## src/rtl/alu_pkg.sv

```systemverilog
package alu_pkg;

    parameter int ALU_W = 32;

    // Operation codes; values are fixed because decode drives them directly.
    typedef enum logic [3:0] {
        OP_ADD_CHK  = 4'd0,
        OP_ADD_WRAP = 4'd1,
        OP_SUB_CHK  = 4'd2,
        OP_SUB_WRAP = 4'd3,
        OP_AND      = 4'd4,
        OP_OR       = 4'd5,
        OP_NOT      = 4'd6,
        OP_SLL      = 4'd7,
        OP_SRL      = 4'd8,
        OP_SRA      = 4'd9,
        OP_SLT      = 4'd10,
        OP_SLTU     = 4'd11
    } alu_op_e;

    typedef enum logic [1:0] {
        SH_LEFT  = 2'd0,
        SH_RLOG  = 2'd1,
        SH_RARI  = 2'd2
    } shift_kind_e;

    typedef enum logic [1:0] {
        BW_AND = 2'd0,
        BW_OR  = 2'd1,
        BW_NOT = 2'd2
    } bitwise_kind_e;

endpackage

```

## src/rtl/alu_addsub.sv

```systemverilog
module alu_addsub #(
    parameter int W = 32
) (
    input  logic [W-1:0] a_i,
    input  logic [W-1:0] b_i,
    input  logic         sub_i,
    output logic [W-1:0] sum_o,
    output logic         carry_o,
    output logic         ovf_o
);
    localparam int MSB = W - 1;

    logic [W-1:0] b_eff;
    logic [W:0]   total;

    always_comb begin
        b_eff   = sub_i ? ~b_i : b_i;
        total   = {1'b0, a_i} + {1'b0, b_eff} + {{W{1'b0}}, sub_i};
        sum_o   = total[W-1:0];
        carry_o = total[W];
        // Same-sign inputs to the adder giving a result of the other sign.
        ovf_o   = (a_i[MSB] == b_eff[MSB]) && (sum_o[MSB] != a_i[MSB]);
    end
endmodule

```

## src/rtl/alu_shifter.sv

```systemverilog
module alu_shifter
    import alu_pkg::*;
#(
    parameter int W  = 32,
    parameter int SW = $clog2(W)
) (
    input  logic [W-1:0]  val_i,
    input  logic [SW-1:0] amt_i,
    input  shift_kind_e   kind_i,
    output logic [W-1:0]  out_o
);
    localparam int MSB = W - 1;

    logic [W-1:0]       val_rev;
    logic [W-1:0]       fin_rev;
    logic [SW:0][W-1:0] stg;
    logic               fill;
    logic               left;

    // Left shifts reuse the right-shift barrel by bit-reversing around it.
    for (genvar i = 0; i < W; i++) begin : g_rev
        assign val_rev[i] = val_i[MSB-i];
        assign fin_rev[i] = stg[SW][MSB-i];
    end

    assign left   = (kind_i == SH_LEFT);
    assign fill   = (kind_i == SH_RARI) ? val_i[MSB] : 1'b0;
    assign stg[0] = left ? val_rev : val_i;

    for (genvar k = 0; k < SW; k++) begin : g_stage
        localparam int S = 1 << k;
        assign stg[k+1] = amt_i[k] ? {{S{fill}}, stg[k][W-1:S]} : stg[k];
    end

    assign out_o = left ? fin_rev : stg[SW];
endmodule

```

## src/rtl/alu_bitwise.sv

```systemverilog
module alu_bitwise
    import alu_pkg::*;
#(
    parameter int W = 32
) (
    input  logic [W-1:0] a_i,
    input  logic [W-1:0] b_i,
    input  bitwise_kind_e kind_i,
    output logic [W-1:0] out_o
);
    always_comb begin
        unique case (kind_i)
            BW_AND:  out_o = a_i & b_i;
            BW_OR:   out_o = a_i | b_i;
            BW_NOT:  out_o = ~a_i;
            default: out_o = '0;
        endcase
    end
endmodule

```

## src/rtl/alu_core.sv

```systemverilog
module alu_core
    import alu_pkg::*;
#(
    parameter int WIDTH = alu_pkg::ALU_W
) (
    input  logic             clk,
    input  logic             rst_n,
    input  logic [3:0]       op_i,
    input  logic [WIDTH-1:0] a_i,
    input  logic [WIDTH-1:0] b_i,
    input  logic [$clog2(WIDTH)-1:0] shamt_i,
    output logic [WIDTH-1:0] result_o,
    output logic             ovf_o
);
    localparam int SW  = $clog2(WIDTH);
    localparam int MSB = WIDTH - 1;

    typedef struct packed {
        logic [WIDTH-1:0] res;
        logic             ovf;
    } out_t;

    out_t          out_d, out_q;
    alu_op_e       op;
    logic          sub_sel;
    logic [WIDTH-1:0] sum;
    logic          carry;
    logic          add_ovf;
    logic [WIDTH-1:0] sh_out;
    logic [WIDTH-1:0] bw_out;
    shift_kind_e   sh_kind;
    bitwise_kind_e bw_kind;
    logic          lt_s, lt_u;

    assign op = alu_op_e'(op_i);

    // Compares share the subtractor with the subtract operations.
    assign sub_sel = (op == OP_SUB_CHK) || (op == OP_SUB_WRAP) ||
                     (op == OP_SLT) || (op == OP_SLTU);

    always_comb begin
        case (op)
            OP_SRL:  sh_kind = SH_RLOG;
            OP_SRA:  sh_kind = SH_RARI;
            default: sh_kind = SH_LEFT;
        endcase
        case (op)
            OP_OR:   bw_kind = BW_OR;
            OP_NOT:  bw_kind = BW_NOT;
            default: bw_kind = BW_AND;
        endcase
    end

    alu_addsub #(.W(WIDTH)) u_addsub (
        .a_i     (a_i),
        .b_i     (b_i),
        .sub_i   (sub_sel),
        .sum_o   (sum),
        .carry_o (carry),
        .ovf_o   (add_ovf)
    );

    alu_shifter #(.W(WIDTH), .SW(SW)) u_shifter (
        .val_i  (a_i),
        .amt_i  (shamt_i),
        .kind_i (sh_kind),
        .out_o  (sh_out)
    );

    alu_bitwise #(.W(WIDTH)) u_bitwise (
        .a_i    (a_i),
        .b_i    (b_i),
        .kind_i (bw_kind),
        .out_o  (bw_out)
    );

    // Signed: sign of the difference, corrected when it overflowed.
    // Unsigned: no carry out of A + ~B + 1 means a borrow occurred.
    assign lt_s = sum[MSB] ^ add_ovf;
    assign lt_u = ~carry;

    always_comb begin
        out_d = '0;
        case (op)
            OP_ADD_CHK, OP_SUB_CHK: begin
                out_d.res = sum;
                out_d.ovf = add_ovf;
            end
            OP_ADD_WRAP, OP_SUB_WRAP: out_d.res = sum;
            OP_AND, OP_OR, OP_NOT:    out_d.res = bw_out;
            OP_SLL, OP_SRL, OP_SRA:   out_d.res = sh_out;
            OP_SLT:  out_d.res = {{(WIDTH-1){1'b0}}, lt_s};
            OP_SLTU: out_d.res = {{(WIDTH-1){1'b0}}, lt_u};
            default: out_d = '0;
        endcase
    end

    always_ff @(posedge clk) begin
        if (!rst_n) out_q <= '0;
        else        out_q <= out_d;
    end

    assign result_o = out_q.res;
    assign ovf_o    = out_q.ovf;

    AST_ADD_OVF: assert property (@(posedge clk) disable iff (!rst_n)
        (op_i == OP_ADD_CHK && a_i[MSB] == b_i[MSB])
        |=> (ovf_o == (result_o[MSB] != $past(a_i[MSB]))));
    AST_NO_OVERFLOW: assert property (@(posedge clk) disable iff (!rst_n)
        (op_i == OP_ADD_WRAP || op_i == OP_SUB_WRAP) |=> !ovf_o);
    AST_QUIET_OVF: assert property (@(posedge clk) disable iff (!rst_n)
        (op_i >= 4'd4) |=> !ovf_o);
    AST_SLL_ZERO_FILL: assert property (@(posedge clk) disable iff (!rst_n)
        (op_i == OP_SLL && shamt_i != '0) |=> !result_o[0]);
    AST_SRL_ZERO_FILL: assert property (@(posedge clk) disable iff (!rst_n)
        (op_i == OP_SRL && shamt_i != '0) |=> !result_o[MSB]);
    AST_SRA_SIGN: assert property (@(posedge clk) disable iff (!rst_n)
        (op_i == OP_SRA) |=> (result_o[MSB] == $past(a_i[MSB])));
    AST_SLT_ZEXT: assert property (@(posedge clk) disable iff (!rst_n)
        (op_i == OP_SLT || op_i == OP_SLTU) |=> (result_o[MSB:1] == '0));
endmodule

```

## config.mk

```make
export PLATFORM = sky130hd
export DESIGN_NAME = alu_core
export DESIGN_NICKNAME = d
export VERILOG_FILES = /design/src/rtl/alu_pkg.sv /design/src/rtl/alu_addsub.sv /design/src/rtl/alu_shifter.sv /design/src/rtl/alu_bitwise.sv /design/src/rtl/alu_core.sv
export SDC_FILE = /design/constraint.sdc
export NUM_CORES = 1
export LEC_CHECK = 0
export BUFFER_PORTS_ARGS = -buffer_cell sky130_fd_sc_hd__buf_2
export CORE_MARGIN = 2
export CORE_UTILIZATION = 48
export CTS_CLUSTER_SIZE = 28
export DETAILED_ROUTE_END_ITERATION = 7
export PLACE_DENSITY = 0.69
export SETUP_SLACK_MARGIN = 0.1
export SKIP_LAST_GASP = 1
export SYNTH_ARGS = -nofsm -noshare
export SYNTH_HDL_FRONTEND = slang
export SYNTH_HIERARCHICAL = 1
export SYNTH_SLANG_ARGS = --single-unit
```

## constraint.sdc

```tcl
create_clock -name clk -period 8.66 [get_ports clk]
set_clock_uncertainty 0.1 [all_clocks]
set_input_delay 0 -clock clk [delete_from_list [all_inputs] [get_ports clk]]
set_output_delay 0 -clock clk [all_outputs]
set_load 0.005 [all_outputs]
```

==> key figures, run 1 <==
Worst hold path
  – Hold crit path type: input pin to flop
  – WHS Endpoint: result_o[0]
  – Hold_sp: op_i[0]
  – Hold path depth: 4

Global route
  – GRT Overall Usage: 0.313
  – Initial antenna violation count: 0
  – Global-route wire length before repair: 40800 µm
  – Largest net degree at the start of global routing: 70
  – Final global-route overflow total: 0
  – Vias in the first global route: 7111

Floorplanning
  – Row count: 45
  – Die Y: ~130 µm
  – Initial Util: 0.490
  – DIE AREA: 0.0165 mm²
  – Placeable Area: 0.0152 mm²
  – Io pins: about 110
  – Die Width: 129 µm

Drt
  – Iteration count of the initial detailed-routing pass: 6
  – Number of remaining DRC errors: 0
  – Detail Route Antenna Nets: 0
  – Vias: 7932
  – Drt wl/cell: 22.6 µm
  – Routed vias/inst: 6.92
  – Total length of routed wires: about 26000 µm
  – Initial drt markers: 1101

Logic synthesis
  – Synth Area in Compound Gates: 0.307
  – Synthesized netlist cell count: 908
  – Mux cell area share after synthesis: 0.168
  – Simple-gate share of the synthesized area: 0.185
  – Register bit total from synthesis: 33
  – Netlist cell types: between 80 and 90
  – Synth async-reset ratio: 0
  – Commonest register cell after synthesis: dfxtp_1
  – Synth Area in Adders: 0.103
  – Mapped Area: 0.00746 mm²
  – Synth Area in XOR/XNOR: 0.0693
  – EDFF count, synth: 0
  – Avg Inst Size Synth: 8.21 µm²
  – Ys Warns: 6
  – Syn Nets: about 1000
  – Main combinational cell family by area after synthesis: compound AO/OA/AOI/OAI gates
  – Sequential-to-total area share from yosys stat: 0.0886

CTS
  – CTS Hold Bufs: 2
  – CTS Buf Count: 5
  – Clock sink count: 33
  – Root buf cell: clkbuf_16
  – Htree depth: 2
  – Clk buf depth: 2
  – # Post-CTS Setup Buffers: 0
  – Clock slew at reported path FFs: ~0.060 ns
  – CTS tree: done
  – PostCTS Resize Cnt: 0

Power
  – Power per cell area: between 100 and 150 mW/mm²
  – Reg power frac: 0.174
  – Clk network pwr share: 0.178
  – Worst VDD drop: 93.4 µV
  – Leak: around 3.3 nW
  – Switch Pwr: between 400 and 500 µW
  – Switching share of total power: 0.445
  – Internal Power: 527 µW
  – Logic pwr share: 0.648

Final layout
  – ANT cells: 0
  – Multi-input gate area: 0.00622 mm²
  – Commonest non-fill, non-tap cell in the layout: buf_2
  – Synth-to-Final Area Change: 6.60%
  – FF/Latch Area: approximately 660 µm²
  – Net count reported at finish: 1065
  – Layout cells sized above 1: 0.258
  – # fillers: 1498
  – Commonest non-fill, non-tap cells in the layout: buf_2 (107), nor2_1 (87), nand2_1 (72)

Critical path
  – Crit end category: flop
  – Delay-heaviest family, CP: simple AND/OR/NAND/NOR gates
  – Critical Path Max Stage Delay: 0.66 ns
  – Critical path class: input pin to flop
  – CP Buf/Inv Count: 1
  – Cell-by-cell trace of the critical path: buf_2 > or3b_4 > nor2_1 > or2_2 > mux4_2 > mux4_2 > and2_1 > nor4_2 > mux2i_1 > a2bb2oi_1 > nor2_1
  – Worst path required time: 8.69 ns
  – Slowest-stage cell, CP: nor2_1
  – Critical Path AT: 4.47 ns
  – Critical path peak fanout: 37
  – Critical path startpoint category: input pin

Timing
  – Final setup vio count: 0
  – Min Tclk post-route: approximately 4.4 ns
  – Setup TNS: 0 ns
  – Max Fclk: 0.225 GHz
  – Slew headroom: 0.213
  – Min setup slack post-route: about 4.2 ns
  – Fin. Hold Viols: 0
  – Fin. max-slew vios: 0
  – Slew of the pin with the lowest slew margin: 1.18 ns
  – Unrepaired setup endpoints after global routing: false
  – Final period util: 0.512

Run
  – Max-cap violations: 0

Place
  – Pre-CTS setup slack: 3.99 ns
  – Routability cong.: 1.03
  – Port Buf Inserts: 107
  – Post-DP HPWL: 19800 µm

Run status
  – Status: complete, no violations
Yosys cell counts (all sizes together) (5+ instances only):
cell / count / area, µm²
a31oi: 39 / 244
clkbuf: 43 / 253
xnor2: 19 / 166
and2b: 29 / 251
a221oi: 5 / 43.8
o21ai: 39 / 210
o2bb2ai: 32 / 280
a22oi: 17 / 128
mux4: 41 / 938
dfxtp: 33 / 661
a211oi: 15 / 133
maj3: 32 / 358
nor2: 88 / 333
nand2b: 8 / 57.6
mux2: 6 / 67.6
inv: 21 / 78.8
nand2: 72 / 270
nor2b: 9 / 56.3
buf: 27 / 231
nand4: 6 / 37.5
a21oi: 47 / 235
ha: 31 / 388
mux2i: 25 / 250
nor3: 13 / 70.1
a21o: 10 / 75.1
nand3: 15 / 75.1
o31ai: 9 / 72.6
a2bb2oi: 31 / 272
xor2: 40 / 350
o211ai: 8 / 65.1
or2: 5 / 31.3
and3: 7 / 43.8
o32ai: 6 / 52.6
o22ai: 13 / 87.6
o21a: 6 / 45.0
metrics by stage:
stage	power (mW)	utilization	hold WS (ns)	instance area, µm²	cells
finish	0.950	0.523	0.168	7950	1147
global route	1.01	0.523	0.218	7950	1147
CTS	0.932	0.523	0.176	7950	1147
detailed placement	0.762	0.512	0.170	7780	1137
global placement	0.760	0.512	0.165	7780	1137
floorplan	0.604	-	-0.0245	7460	908
registers in the layout, indices dropped and copies added, names as in the netlist:
name,cells
result_o,32
ovf_o,1
cell families after synthesis:
kind of cell | count (synthesis)
AOI/OAI and AO/OA | 315
and+or+nand+nor | 271
buffers and inverters | 94
muxes | 72
adders and majority gates | 64
xor gates and xnor gates | 59
DFF | 33
worst max-delay path by stage:
stage	start	end	slack, ns	cells past startpoint
2_1_floorplan	op_i[2]	result_o[26]	5.05	19
3_3_place_gp	op_i[3]	result_o[29]	4.15	11
3_5_place_dp	op_i[3]	result_o[29]	3.99	11
4_1_cts	op_i[3]	result_o[29]	4.29	11
5_1_grt	op_i[3]	result_o[29]	3.93	11
6_report	op_i[3]	result_o[29]	4.22	11
area by class of cell:
class                      count  area share
multi-input combinational    781       0.783
clock inverter                 3     0.00283
tap                          188      0.0296
timing repair buffer         115      0.0756
sequential                    33      0.0831
inverter                      22      0.0104
clock buffer                   5      0.0157
power by group through the flow:
stage / clock [mW] / combinational (mW) / sequential, mW
6_report: 0.169 / 0.615 / 0.165
3_5_place_dp: 0 / 0.594 / 0.168
4_1_cts: 0.171 / 0.596 / 0.165
2_1_floorplan: 0 / 0.434 / 0.170
3_3_place_gp: 0 / 0.591 / 0.168
5_1_grt: 0.178 / 0.664 / 0.166
tightest hold or removal path, cell delays in order:
cell and delay, ns:
buf_2 0.15, o2111ai_1 0.14, o21a_1 0.13, o21ai_2 0.10
per-layer routing:
| metal | up-vias | global-route usage | wire length, µm |
|---|---|---|---|
| met5 | - | 0 | 0 |
| met4 | 0 | 0.0991 | 889 |
| met3 | 72 | 0.0620 | 2700 |
| met2 | 470 | 0.494 | 11500 |
| met1 | 3787 | 0.433 | 10900 |
| li1 | 3603 | - | - |
Note: power is estimated with default switching activity, not from simulation.
==> inputs of run 2 (changes only) <==
ABC_AREA = 1   (was default)
PLACE_DENSITY = 0.71   (was 0.69)
clock period = 3.8 ns   (was 8.66 ns; I/O delays follow)
==> key figures, run 2 <==
Run status
  – Status: complete, no violations

Drt
  – Top layer in use: met4
  – WL met2: 14100 µm (+23%)
  – Iteration count of the initial detailed-routing pass: 6 (unchanged)
  – Wl on met1: 12800 µm (+17%)
  – Initial drt markers: 1220 (+11%)
  – Total length of routed wires: 30400 µm (+17%)
  – Vias: 10100 (+27%)
  – Routed vias/inst: 5.71 (-17%)
  – Number of remaining DRC errors: 0 (unchanged)
  – Detail Route Antenna Nets: 0 (unchanged)
  – Drt wl/cell: 17.2 µm (-24%)
  – Met3 wire length: 2430 µm (-10%)

Logic synthesis
  – Sequential-to-total area share from yosys stat: 0.0852 (-0.00344)
  – Synthesized netlist cell count: 1503 (+66%)
  – Netlist cell types: 36 (-60%)
  – Synth Area in Adders: 0.0526 (-0.0501)
  – EDFF count, synth: 0 (unchanged)
  – Main combinational cell family by area after synthesis: simple AND/OR/NAND/NOR gates
  – Register bit total from synthesis: 33 (unchanged)
  – Mapped Area: 0.00776 mm² (+4.0%)
  – Synth Area in Compound Gates: 0.0697 (-0.237)
  – Synth Area in XOR/XNOR: 0.0587 (-0.0106)
  – Share of the synthesized area in the top cell type: 0.269 (+0.157)
  – Simple-gate share of the synthesized area: 0.594 (+0.409)
  – Top cell type by total area after synthesis: nand2_1
  – Avg Inst Size Synth: 5.16 µm² (-37%)
  – Synth async-reset ratio: 0 (unchanged)
  – Mux cell area share after synthesis: 0 (-0.168)
  – Ys Warns: 6 (unchanged)
  – Top post-synthesis cells by count: nand2_1 (556), nand3_1 (372), inv_1 (166)
  – Synth area leaders: nand2_1 (27%), nand3_1 (24%), dfxtp_1 (8.5%)
  – Count leader, synth: nand2_1
  – Syn Nets: 1610 (+59%)
  – Commonest register cell after synthesis: dfxtp_1

Timing
  – Final period util: 0.773
  – Fin. Hold Viols: 0 (unchanged)
  – Unrepaired setup endpoints after global routing: false
  – Slew headroom: 0.188 (-0.0245)
  – Max Fclk: 0.341 GHz
  – Slew of the pin with the lowest slew margin: 1.22 ns (+0.0368 ns)
  – Fin. max-slew vios: 0 (unchanged)
  – Final setup vio count: 0 (unchanged)
  – Min Tclk post-route: between 2 and 3 ns
  – Setup TNS: 0 ns (unchanged)

CTS
  – CTS Buf Count: 5 (unchanged)
  – Clk buf depth: 2 (unchanged)
  – Htree depth: 2 (unchanged)
  – Clock slew at reported path FFs: 0.06 ns (about the same)
  – Clock sink count: 33 (unchanged)
  – CTS tree: done
  – PostCTS Resize Cnt: 0 (unchanged)
  – Root buf cell: clkbuf_16

Floorplanning
  – Io pins: 108 (unchanged)
  – DIE AREA: 0.0172 mm² (+3.9%)
  – Die Y: 131 µm (+1.9%)
  – Placeable Area: 0.0158 mm² (+4.1%)
  – Die Width: 131 µm (+1.9%)
  – Row count: 46 (+2.2%)
  – Initial Util: 0.490 (about the same)

Worst hold path
  – Hold crit path type: input pin to flop
  – Hold_sp: op_i[1]
  – WHS Endpoint: result_o[0]
  – Hold path depth: 5 (+1)

Critical path
  – Slowest-stage cell, CP: nor4_1
  – Crit end category: flop
  – Worst path required time: 3.90 ns (-4.79 ns)
  – Critical path peak fanout: 46 (+24%)
  – Cell repeated most along the worst path: nand2_1
  – Delay-heaviest family, CP: simple AND/OR/NAND/NOR gates
  – CP Buf/Inv Count: 4 (+3)
  – Critical path class: input pin to flop
  – Critical Path AT: 3.04 ns (-1.43 ns)
  – Cell-by-cell trace of the critical path: buf_2 > inv_1 > nor4_1 > inv_1 > nand2_2 > buf_12 > nand2_1 > nand3_1 > nand3_1 > nand3_1 > nand3_1 > nand2_1 > nand2_1 > nand2_1 > nand2_1 > nand2_1 > nand2_1 > a31oi_1
  – Critical path startpoint category: input pin
  – Critical Path Max Stage Delay: 0.77 ns (+0.11 ns)

Global route
  – Initial antenna violation count: 0 (unchanged)
  – Largest net degree at the start of global routing: 47 (-33%)
  – GRT Overall Usage: 0.341 (+0.0282)
  – Global-route wire length before repair: 47200 µm (+16%)
  – Vias in the first global route: 9195 (+29%)
  – Final global-route overflow total: 0 (unchanged)

Final layout
  – Synth-to-Final Area Change: 8.56%
  – Largest register FFs: 32 (unchanged)
  – Fin cells: 1770 (+54%)
  – Net count reported at finish: 1661 (+56%)
  – Commonest non-fill, non-tap cell in the layout: nand2_1
  – ANT cells: 0 (unchanged)
  – Post-route cell area: 0.00842 mm² (+6.0%)
  – Layout cells sized above 1: 0.115 (-0.143)
  – Commonest non-fill, non-tap cells in the layout: nand2_1 (556), nand3_1 (372), inv_1 (166)
  – # fillers: 1757 (+17%)

Power
  – Worst VDD drop: 159 µV (+70%)
  – Power per cell area: 250 mW/mm² (+110%)
  – Leak: 4.78 nW (+43%)
  – Total power: 2.11 mW (+120%)

Run
  – Max-cap violations: 0 (unchanged)

Place
  – Routability cong.: 1.01 (-1.8%)
  – Placed Cells incl. Taps: 1761 (+55%)
  – Port Buf Inserts: 107 (unchanged)
  – Placed cell area: 0.00826 mm² (+6.2%)
  – Post-DP HPWL: 23600 µm (+19%)
-- run 2: cell families (layout without fill, tap and decap cells) --
group | after synthesis | count (layout)
fa+ha+maj | 32 | 32
buf+inv | 245 | 296
compound gates | 92 | 92
xor+xnor | 52 | 52
simple gates | 1049 | 1049
flops | 33 | 33
-- run 2: worst min-delay path: cells and delay by family --
kind | cells | cell delay (ns)
simple gates | 3 | 0.22
compound gates | 1 | 0.07
buf+inv | 1 | 0.13
-- run 2: area by class of cell --
cell class	count	area, µm²	share of cell area
Clock buffer	7	143	0.0169
Multi-Input combinational cell	1225	6040	0.717
Tap cell	216	270	0.0321
Inverter	169	634	0.0753
Sequential cell	33	661	0.0784
Timing Repair Buffer	120	676	0.0802
-- run 2: how the worst max path moves through the flow --
| stage | slack [ns] | cells past startpoint | from | end |
|---|---|---|---|---|
| detailed placement | 0.67 | 18 | op_i[0] | result_o[19] |
| CTS | 0.97 | 18 | op_i[0] | result_o[19] |
| global route | 0.68 | 17 | op_i[2] | result_o[19] |
| global placement | 0.66 | 17 | op_i[2] | result_o[19] |
| floorplan | 1.41 | 23 | op_i[1] | result_o[0] |
| finish | 0.86 | 18 | op_i[0] | result_o[19] |
-- run 2: stage by stage --
stage,setup WS [ns],hold WS (ns),utilization
6_report,0.864,0.0672,0.532
5_1_grt,0.680,0.122,0.532
2_1_floorplan,1.41,0.0394,-
4_1_cts,0.970,0.0589,0.532
3_3_place_gp,0.665,0.199,0.522
3_5_place_dp,0.670,0.187,0.522
-- run 2: where the power goes --
| group | switching, mW | internal [mW] | leakage [nW] | total [mW] |
|---|---|---|---|---|
| sequential | 0.00960 | 0.376 | 0.270 | 0.386 |
| clock | 0.190 | 0.259 | 0.0700 | 0.449 |
| combinational | 0.854 | 0.419 | 4.44 | 1.27 |
-- run 2: repair_timing --
| item | in CTS | in global routing |
|---|---|---|
| hold buffers | 2 | 0 |
| hold endpoints to repair | 1 | 0 |
| buffers inserted | 0 | 0 |
-- run 2: metal layers --
metal,up-vias,global-route usage
li1,4958,-
met3,79,0.0444
met5,-,0
met1,4575,0.437
met2,499,0.581
met4,0,0.136
